===== src/rtl/ssb_pkg.sv =====
package ssb_pkg;
  localparam int AW   = 32;
  localparam int DW   = 32;
  localparam int NTHR = 2;
  localparam int TW   = (NTHR > 1) ? $clog2(NTHR) : 1;

  typedef struct packed {
    logic [TW-1:0] tid;
    logic [AW-1:0] addr;
    logic [DW-1:0] data;
  } entry_t;
endpackage


===== src/rtl/ssb_ptr_ctl.sv =====
module ssb_ptr_ctl #(
  parameter int DEPTH = 8,
  localparam int PW = $clog2(DEPTH)
) (
  input  logic        clk,
  input  logic        rst_n,
  input  logic        alloc_req,
  input  logic        retire,
  input  logic        flush,
  input  logic        cm_ready,
  output logic [PW:0] head,
  output logic [PW:0] gptr,
  output logic [PW:0] tail,
  output logic [PW:0] occ,
  output logic [PW:0] gcnt,
  output logic        st_ready,
  output logic        alloc_fire,
  output logic        cm_valid
);
  logic        full, spec_any, ret_ok, commit_fire;
  logic [PW:0] gptr_n;

  always_comb begin
    occ         = tail - head;
    gcnt        = gptr - head;
    full        = (occ == (PW+1)'(DEPTH));
    spec_any    = (gptr != tail);
    st_ready    = !full && !flush;
    alloc_fire  = alloc_req && st_ready;
    cm_valid    = (gcnt != '0);
    commit_fire = cm_valid && cm_ready;
    ret_ok      = retire && spec_any;
    gptr_n      = gptr + (PW+1)'(ret_ok);
  end

  always_ff @(posedge clk) begin
    if (!rst_n) begin
      head <= '0;
      gptr <= '0;
      tail <= '0;
    end else begin
      head <= head + (PW+1)'(commit_fire);
      gptr <= gptr_n;
      if (flush) tail <= gptr_n;
      else       tail <= tail + (PW+1)'(alloc_fire);
    end
  end
endmodule


===== src/rtl/ssb_storage.sv =====
module ssb_storage #(
  parameter int DEPTH = 8,
  localparam int PW = $clog2(DEPTH)
) (
  input  logic                           clk,
  input  logic                           wr_en,
  input  logic [PW-1:0]                  wr_idx,
  input  ssb_pkg::entry_t                wr_ent,
  input  logic [PW-1:0]                  rd_idx,
  output ssb_pkg::entry_t                rd_ent,
  output ssb_pkg::entry_t [DEPTH-1:0]    ents
);
  ssb_pkg::entry_t [DEPTH-1:0] mem;

  always_ff @(posedge clk) begin
    if (wr_en) mem[wr_idx] <= wr_ent;
  end

  assign rd_ent = mem[rd_idx];
  assign ents   = mem;
endmodule


===== src/rtl/ssb_fwd.sv =====
module ssb_fwd #(
  parameter int DEPTH = 8,
  parameter int PID   = 0,
  localparam int PW = $clog2(DEPTH)
) (
  input  ssb_pkg::entry_t [DEPTH-1:0] ents,
  input  logic [PW:0]                 head,
  input  logic [PW:0]                 occ,
  input  logic [PW:0]                 gcnt,
  input  logic [ssb_pkg::AW-1:0]      lk_addr,
  output logic                        hit,
  output logic [ssb_pkg::DW-1:0]      data
);
  always_comb begin
    hit  = 1'b0;
    data = '0;
    // oldest to youngest; a later match overrides an earlier one
    for (int o = 0; o < DEPTH; o++) begin
      logic [PW-1:0]   idx;
      logic [PW:0]     ov;
      ssb_pkg::entry_t e;
      ov  = (PW+1)'(o);
      idx = head[PW-1:0] + PW'(o);
      e   = ents[idx];
      if ((ov < occ) && (e.addr == lk_addr) &&
          ((e.tid == ssb_pkg::TW'(PID)) || (ov < gcnt))) begin
        hit  = 1'b1;
        data = e.data;
      end
    end
  end
endmodule


===== src/rtl/spec_store_buf.sv =====
module spec_store_buf #(
  parameter int DEPTH = 8,
  localparam int PW   = $clog2(DEPTH),
  localparam int AW   = ssb_pkg::AW,
  localparam int DW   = ssb_pkg::DW,
  localparam int TW   = ssb_pkg::TW,
  localparam int NTHR = ssb_pkg::NTHR
) (
  input  logic                     clk,
  input  logic                     rst_n,
  input  logic                     st_valid,
  output logic                     st_ready,
  input  logic [TW-1:0]            st_tid,
  input  logic [AW-1:0]            st_addr,
  input  logic [DW-1:0]            st_data,
  input  logic                     retire,
  input  logic                     flush,
  output logic                     cm_valid,
  input  logic                     cm_ready,
  output logic [AW-1:0]            cm_addr,
  output logic [DW-1:0]            cm_data,
  input  logic [NTHR-1:0][AW-1:0]  lk_addr,
  output logic [NTHR-1:0]          fw_hit,
  output logic [NTHR-1:0][DW-1:0]  fw_data
);
  logic [PW:0] head, gptr, tail, occ, gcnt;
  logic        alloc_fire;
  ssb_pkg::entry_t                wr_ent, rd_ent;
  ssb_pkg::entry_t [DEPTH-1:0]    ents;

  ssb_ptr_ctl #(.DEPTH(DEPTH)) u_ptr (
    .clk(clk), .rst_n(rst_n), .alloc_req(st_valid), .retire(retire),
    .flush(flush), .cm_ready(cm_ready), .head(head), .gptr(gptr),
    .tail(tail), .occ(occ), .gcnt(gcnt), .st_ready(st_ready),
    .alloc_fire(alloc_fire), .cm_valid(cm_valid)
  );

  assign wr_ent = '{tid: st_tid, addr: st_addr, data: st_data};

  ssb_storage #(.DEPTH(DEPTH)) u_mem (
    .clk(clk), .wr_en(alloc_fire), .wr_idx(tail[PW-1:0]), .wr_ent(wr_ent),
    .rd_idx(head[PW-1:0]), .rd_ent(rd_ent), .ents(ents)
  );

  assign cm_addr = rd_ent.addr;
  assign cm_data = rd_ent.data;

  for (genvar p = 0; p < NTHR; p++) begin : g_fwd
    ssb_fwd #(.DEPTH(DEPTH), .PID(p)) u_fwd (
      .ents(ents), .head(head), .occ(occ), .gcnt(gcnt),
      .lk_addr(lk_addr[p]), .hit(fw_hit[p]), .data(fw_data[p])
    );
  end
endmodule


===== config.mk =====
export PLATFORM = sky130hd
export DESIGN_NAME = spec_store_buf
export DESIGN_NICKNAME = d
export VERILOG_FILES = /design/src/rtl/ssb_pkg.sv /design/src/rtl/ssb_ptr_ctl.sv /design/src/rtl/ssb_storage.sv /design/src/rtl/ssb_fwd.sv /design/src/rtl/spec_store_buf.sv
export SDC_FILE = /design/constraint.sdc
export NUM_CORES = 2
export LEC_CHECK = 0
export BUFFER_PORTS_ARGS = -buffer_cell sky130_fd_sc_hd__buf_4
export CAP_MARGIN = 0
export CORE_UTILIZATION = 43
export CTS_BUF_LIST = sky130_fd_sc_hd__clkbuf_4 sky130_fd_sc_hd__clkbuf_8
export DETAILED_ROUTE_END_ITERATION = 7
export GPL_TIMING_DRIVEN = 0
export HOLD_SLACK_MARGIN = 0.15
export PLACE_DENSITY = 0.66
export SLEW_MARGIN = 10
export SYNTH_ARGS = -nofsm -noshare
export SYNTH_HDL_FRONTEND = slang
export SYNTH_SLANG_ARGS = --single-unit

===== constraint.sdc =====
create_clock -name clk -period 8.6 [get_ports clk]
set_clock_uncertainty 0.05 [all_clocks]
set_input_delay 1.72 -clock clk [delete_from_list [all_inputs] [get_ports clk]]
set_output_delay 1.72 -clock clk [all_outputs]
set_load 0.05 [all_outputs]

# ---- Word-level counts from Yosys, hierarchy flattened
# Cells that the tools add are included.
dict set report op_classes {
  n_shift 0
  n_mux 52
  n_mul 0
  div 0
  magnitude_cmp 26
  reduce_logical 56
  n_eq_ne 18
  add_sub_neg 12
  bitwise 8
}
# op n
set op_table {}
lappend op_table {{binary-select mux 65 bit (select 3 bit)} 8}
lappend op_table {{2-to-1 mux 65 bit} 9}
lappend op_table {{bitwise mux 520 bit} 1}
lappend op_table {{== test 32 bit} 16}
lappend op_table {{2-to-1 mux 32 bit} 16}
lappend op_table {{demux 65 bit (select 3 bit)} 1}
lappend op_table {{logical AND 1 bit} 37}
lappend op_table {{less-than comparator 3 x 4 -> 1 bit (second input constant)} 9}
lappend op_table {{less-than comparator 3 x 4 -> 1 bit (first input constant)} 8}
lappend op_table {{logical OR 1 bit} 16}
lappend op_table {{less-than comparator 1 x 4 -> 1 bit (first input constant)} 4}
lappend op_table {{less-than comparator 2 x 4 -> 1 bit (first input constant)} 4}
lappend op_table {{2-to-1 mux 1 bit} 16}
lappend op_table {{adder 3 bit (second input constant)} 4}
lappend op_table {{adder 4 x 1 -> 4 bit} 3}
lappend op_table {{inverter 1 bit} 8}
lappend op_table {{subtractor 4 bit} 2}
lappend op_table {{adder 3 x 2 -> 3 bit (second input constant)} 2}
lappend op_table {{== test 4 bit (second input constant)} 1}
lappend op_table {{2-to-1 mux 4 bit} 1}
lappend op_table {{inequality test 4 bit} 1}
lappend op_table {{nonzero test 4 bit} 1}
lappend op_table {{adder 3 x 1 -> 3 bit (second input constant)} 1}
lappend op_table {{greater-or-equal comparator 3 x 1 -> 1 bit (second input constant)} 1}
lappend op_table {{zero test 1 bit} 2}
dict set report totals {
  mem_count 0
  romBits 0
  input_bits 135
  ram_bits 0
  latchBits 0
  regBits 532
}

# ---- Longest topological paths before layout
dict set report depth {
  word_depth 13
  ltp_mapped 26
  mapped_depth_nobuf 15
}

# ---- Hierarchy
# A second synthesis with hierarchy kept.
dict set report unflattened {
  cells_unflattened 6391
  area_unflattened_um2 74555.3
}
# module area_per_inst_um2 seq_area_each_um2 cells_per_inst n_inst
set modules_own_cells {}
lappend modules_own_cells {{ssb_fwd at g_fwd[0].u_fwd} 27664.0 0.0 2833 1}
lappend modules_own_cells {{ssb_fwd at g_fwd[1].u_fwd} 26500.4 0.0 2705 1}
lappend modules_own_cells {ssb_storage 19556.3 15615.0 764 1}
lappend modules_own_cells {ssb_ptr_ctl 834.6 240.2 89 1}

# ---- Least setup slack after synthesis
# Ideal clock, no wire load.
dict set report synth_path {
  path_kind {reg2reg}
  startpoint {register u_ptr.head[2]}
  endpoint {register u_mem.mem (netlist bit u_mem.ents[100]), enable pin}
  period_less_slack_ns 8.696
  t_arrival_ns 8.078
  setup_slack_ns -0.096
  stages_incl_launch_ff 17
  setup_time_ns 0.568
  required_ns 7.982
  path_cell_list {dfxtp_1 buf_4 buf_4 buf_4 clkinv_1 clkbuf_1 buf_1 ha_1 a21oi_1 nand2_1 xor2_1 clkbuf_1 nor2_1 nor2_1 and2_1 nand2_1 nor3_1}
}
dict set report synth_via {
  elab_chain_len 5
}
# element line_no
set synth_rtl {}
lappend synth_rtl {{start, declared} ssb_ptr_ctl.sv:11} ;# output logic [PW:0] head,
lappend synth_rtl {{start signal, assigned} ssb_ptr_ctl.sv:42} ;# head <= head + (PW+1)'(commit_fire);
lappend synth_rtl {{subtractor 4 bit} ssb_ptr_ctl.sv:24} ;# occ = tail - head;
lappend synth_rtl {{== test 4 bit} ssb_ptr_ctl.sv:26} ;# full = (occ == (PW+1)'(DEPTH));
lappend synth_rtl {{zero test 1 bit} ssb_ptr_ctl.sv:28} ;# st_ready = !full && !flush;
lappend synth_rtl {{logical AND 1 bit} ssb_ptr_ctl.sv:28}
lappend synth_rtl {{net st_ready} spec_store_buf.sv:12} ;# output logic st_ready,
lappend synth_rtl {{logical AND 1 bit} ssb_ptr_ctl.sv:29} ;# alloc_fire = alloc_req && st_ready;
lappend synth_rtl {{end signal, assigned by index} ssb_storage.sv:16} ;# if (wr_en) mem[wr_idx] <= wr_ent;
lappend synth_rtl {{end, declared} ssb_storage.sv:13} ;# ssb_pkg::entry_t [DEPTH-1:0] mem;
# The timed path passes the listed nets, and every way through them passes these cells.
# A chain may end at the register's enable or synchronous reset.

==> flow_summary.yaml <==
outcome:
  status: "complete, but fails checks"
  failed_checks: "DRC, capacitance limit, slew limit, setup timing"
power:
  p_sw_mw: 11.6
  seqPwrFrac_pct: 14.7
  p_total_mw: 21.2
  cellLeakagePower_nw: 20.5
  swShare_pct: 54.7
  pwr-share-clk_pct: 12.3
  ir_drop_uv: 220
  p_comb_share_pct: 73.0
  power.internal_mw: 9.58
  p_per_area_mw_per_mm2: 349
hold_path:
  min_path_type: "flip-flop to flip-flop"
yosys:
  synth_flop_cell: "edfxtp_1"
  postSynth.asyncResetShare_pct: 0
  synthCells: 4260
  synth_xor_area_share_pct: 9.82
  synth-seq-cells: 532
  yosys.area_share.simple_pct: 8.96
  yosysWarnings: 0
  ys_seq_area_share_pct: 31.6
  syn_area_sq_mm: 0.0502
  yosys-top-cells-area: "edfxtp_1 31%, mux4_2 23%, mux2i_1 11%, xnor2_1 7.6%, nand2_1 3.4%"
  postSynthNetCount: 4412
  synthAdderAreaFrac_pct: 0.454
  yosysTopAreaCellShare_pct: 31.1
  synth_top_family_by_area: "multiplexers"
  synth.distinct_cells: 91
  synth-compound-area-share_pct: 8.21
  synth_top_area_cell: "edfxtp_1"
  synth_edf_count: 520
  muxShareOfSynthArea_pct: 36.6
  syn_avg_cell_area_sq_um: 11.8
global_route:
  grtUsageMet1_pct: 70.6
  use_met3_pct: 40.4
  grt-busiest-layer: "met1"
  grt-ovfl-total: 0
  grt_start_max_net_pins: 21
  grtUsageMet2_pct: 68.4
  grt_first_pass_wirelength_mm: 432
  grt_pass1_vias: 45200
  grt_util_all_layers_pct: 56.2
  antenna_found_initial: 32
timing:
  fmax_mhz: 110
  finalSetupTns_ns: -14.88
  setup-violations-final: 66
  maxSlewHeadroom_pct: -0.468
  worst-slew-pin-transition_ns: 1.51
  slew_viol_final: 9
  finalCritPeriodShare_pct: 106
  setup_ws_ns: -0.483
  final-hold-violation-count: 0
  layout_min_cycle_time_ns: 9.08
clock_network:
  clk_latency_ns: 0.87
  clk_pin_slew_worst_paths_ns: 0.06
  hold_buffers: 0
  cts.sinks: 532
  h-tree-depth: 3
  numCtsBuffers: 93
  clock_path_buffers: 3
  cts_tree: "yes"
  cts-root-buf: "clkbuf_8"
finish:
  final_common_cell: "edfxtp_1"
  ff_latch_area_sq_mm: 0.0159
  area.growth.synth_to_final_pct: 20.7
  final_cell_mix: "520 x edfxtp_1, 514 x mux4_2, 504 x mux2i_1, 449 x nand2_1, 407 x xnor2_1"
  multiInputGateArea_sq_mm: 0.0339
  nFillCells: 9985
  layout.nets: 4881
  drive_gt1_share_pct: 35.9
routing:
  first_pass_iters: 8
  drtIter0Drc: 10600
  wirelength_mm: 339
  drc: 11
  antenna_left: 0
  vias: 50600
  wire_per_inst_microns: 53.5
  viasPerCell: 8.00
place:
  portBuffers: 215
  routabilityCongestion: 1.16
  dp_hpwl_mm: 256
critical_path:
  cp_max_fo: 10
  end_kind: "primary output"
  critical_path_required_ns: 6.83
  start_kind: "flip-flop"
  worstPathArrival_ns: 7.31
  setup.worst_path.class: "flip-flop to primary output"
  r2r_slack_ns: 2.43
floorplanning:
  initial_utilization_pct: 43.7
  die_h_microns: 344
  rows: 124
  io_pins: 267
  coreArea_sq_mm: 0.115
  die_width_microns: 344
  die_area_sq_mm: 0.118
run:
  maxCapViolations: 2
registers in the layout, indices dropped and copies added (netlist names):
register	count
u_mem.ents	520
u_ptr.gptr	4
u_ptr.head	4
u_ptr.tail	4
per-layer routing:
layer	share of wire (%)	vias to the layer above	wire length (microns)
met1	36	25400	123000
met2	36	5990	121000
met3	20	1444	68200
met4	7.5	40	25300
met5	0.30	-	1010
li1	-	17700	-
layout make-up:
class                           count  share of cell area, %
Antenna cell                       22                 0.0909
Buffer                            379                   4.73
Clock buffer                      111                   2.35
Clock inverter                     53                  0.867
Inverter                           65                  0.463
Multi-Input combinational cell   3281                   55.9
Sequential cell                   532                   26.2
Tap cell                         1512                   3.12
Timing Repair Buffer              377                   6.27
worst max-delay path, cell delays in order, from the launching register on:
cell and delay [ns]:
dfxtp_4 0.44, buf_8 0.17, inv_8 0.17, buf_2 0.69, clkbuf_2 0.86, mux2i_4 0.73, xnor2_1 0.21, a211oi_2 0.69
nand4_1 0.28, nand4b_1 0.24, buf_4 0.21, or2_2 0.37, clkbuf_2 0.28, nand3b_1 0.22, o21ai_0 0.08, o211ai_1 0.12
a31oi_1 0.32, buf_4 0.27
power groups by stage:
stage	registers (mW)	logic (mW)	clock network, mW
2_1_floorplan	3.11	7.58	0
3_3_place_gp	3.18	12.8	0
3_5_place_dp	3.15	12.9	0
4_1_cts	3.10	13.8	2.57
5_1_grt	3.12	15.1	2.67
6_report	3.11	15.5	2.60
cells in the mapped netlist (93+ instances only):
library cell / number
edfxtp_1: 520
buf_2: 105
mux4_2: 514
a21oi_1: 100
o22ai_1: 93
clkbuf_1: 123
nor2_1: 128
nand2_1: 455
mux2i_1: 549
xor2_1: 127
mux2_2: 107
xnor2_1: 434
cells by family (layout without fill, tap and decap cells):
group                      Yosys count  count (layout)
muxes                             1175            1175
DFF                                532             532
xor gates and xnor gates           562             562
and+or+nand+nor                    952             952
AOI/OAI and AO/OA                  575             575
buffers and inverters              447             985
adders and majority gates           17              17
other                                0              22
timing repair:
item,4_1_cts,5_1_grt
pin swaps,43,41
cloned,4,0
setup buffers,72,34
endpoints found under the hold margin,0,0
endpoints found under the setup margin,67,66
gates resized for setup,461,177
path summary, 6_finish.rpt:
path | startpoint | endpoint | cells after the start
worst min-delay path | u_ptr.gptr[3]$_SDFF_PN0_ | u_ptr.gptr[3]$_SDFF_PN0_ | 2
worst max register to register | u_ptr.head[2]$_SDFF_PN0_ | u_mem.ents[44]$_DFFE_PP_ | 21
worst min register to register | u_ptr.gptr[3]$_SDFF_PN0_ | u_ptr.gptr[3]$_SDFF_PN0_ | 2
worst max-delay path | u_ptr.head[1]$_SDFF_PN0_ | fw_data[61] | 17
through the flow:
stage	worst slack [ns]	area, sq um	instances	hold slack [ns]	utilization (%)
2_1_floorplan	0.855	50200	4260	0.527	-
3_3_place_gp	-5.83	53700	5987	0.561	46.7
3_5_place_dp	-3.41	54900	6039	0.573	47.8
4_1_cts	0.00163	59500	6278	0.586	51.7
5_1_grt	-0.0580	60600	6319	0.625	52.7
6_report	-0.483	60600	6332	0.597	52.7
(Power assumes the default switching activity.)
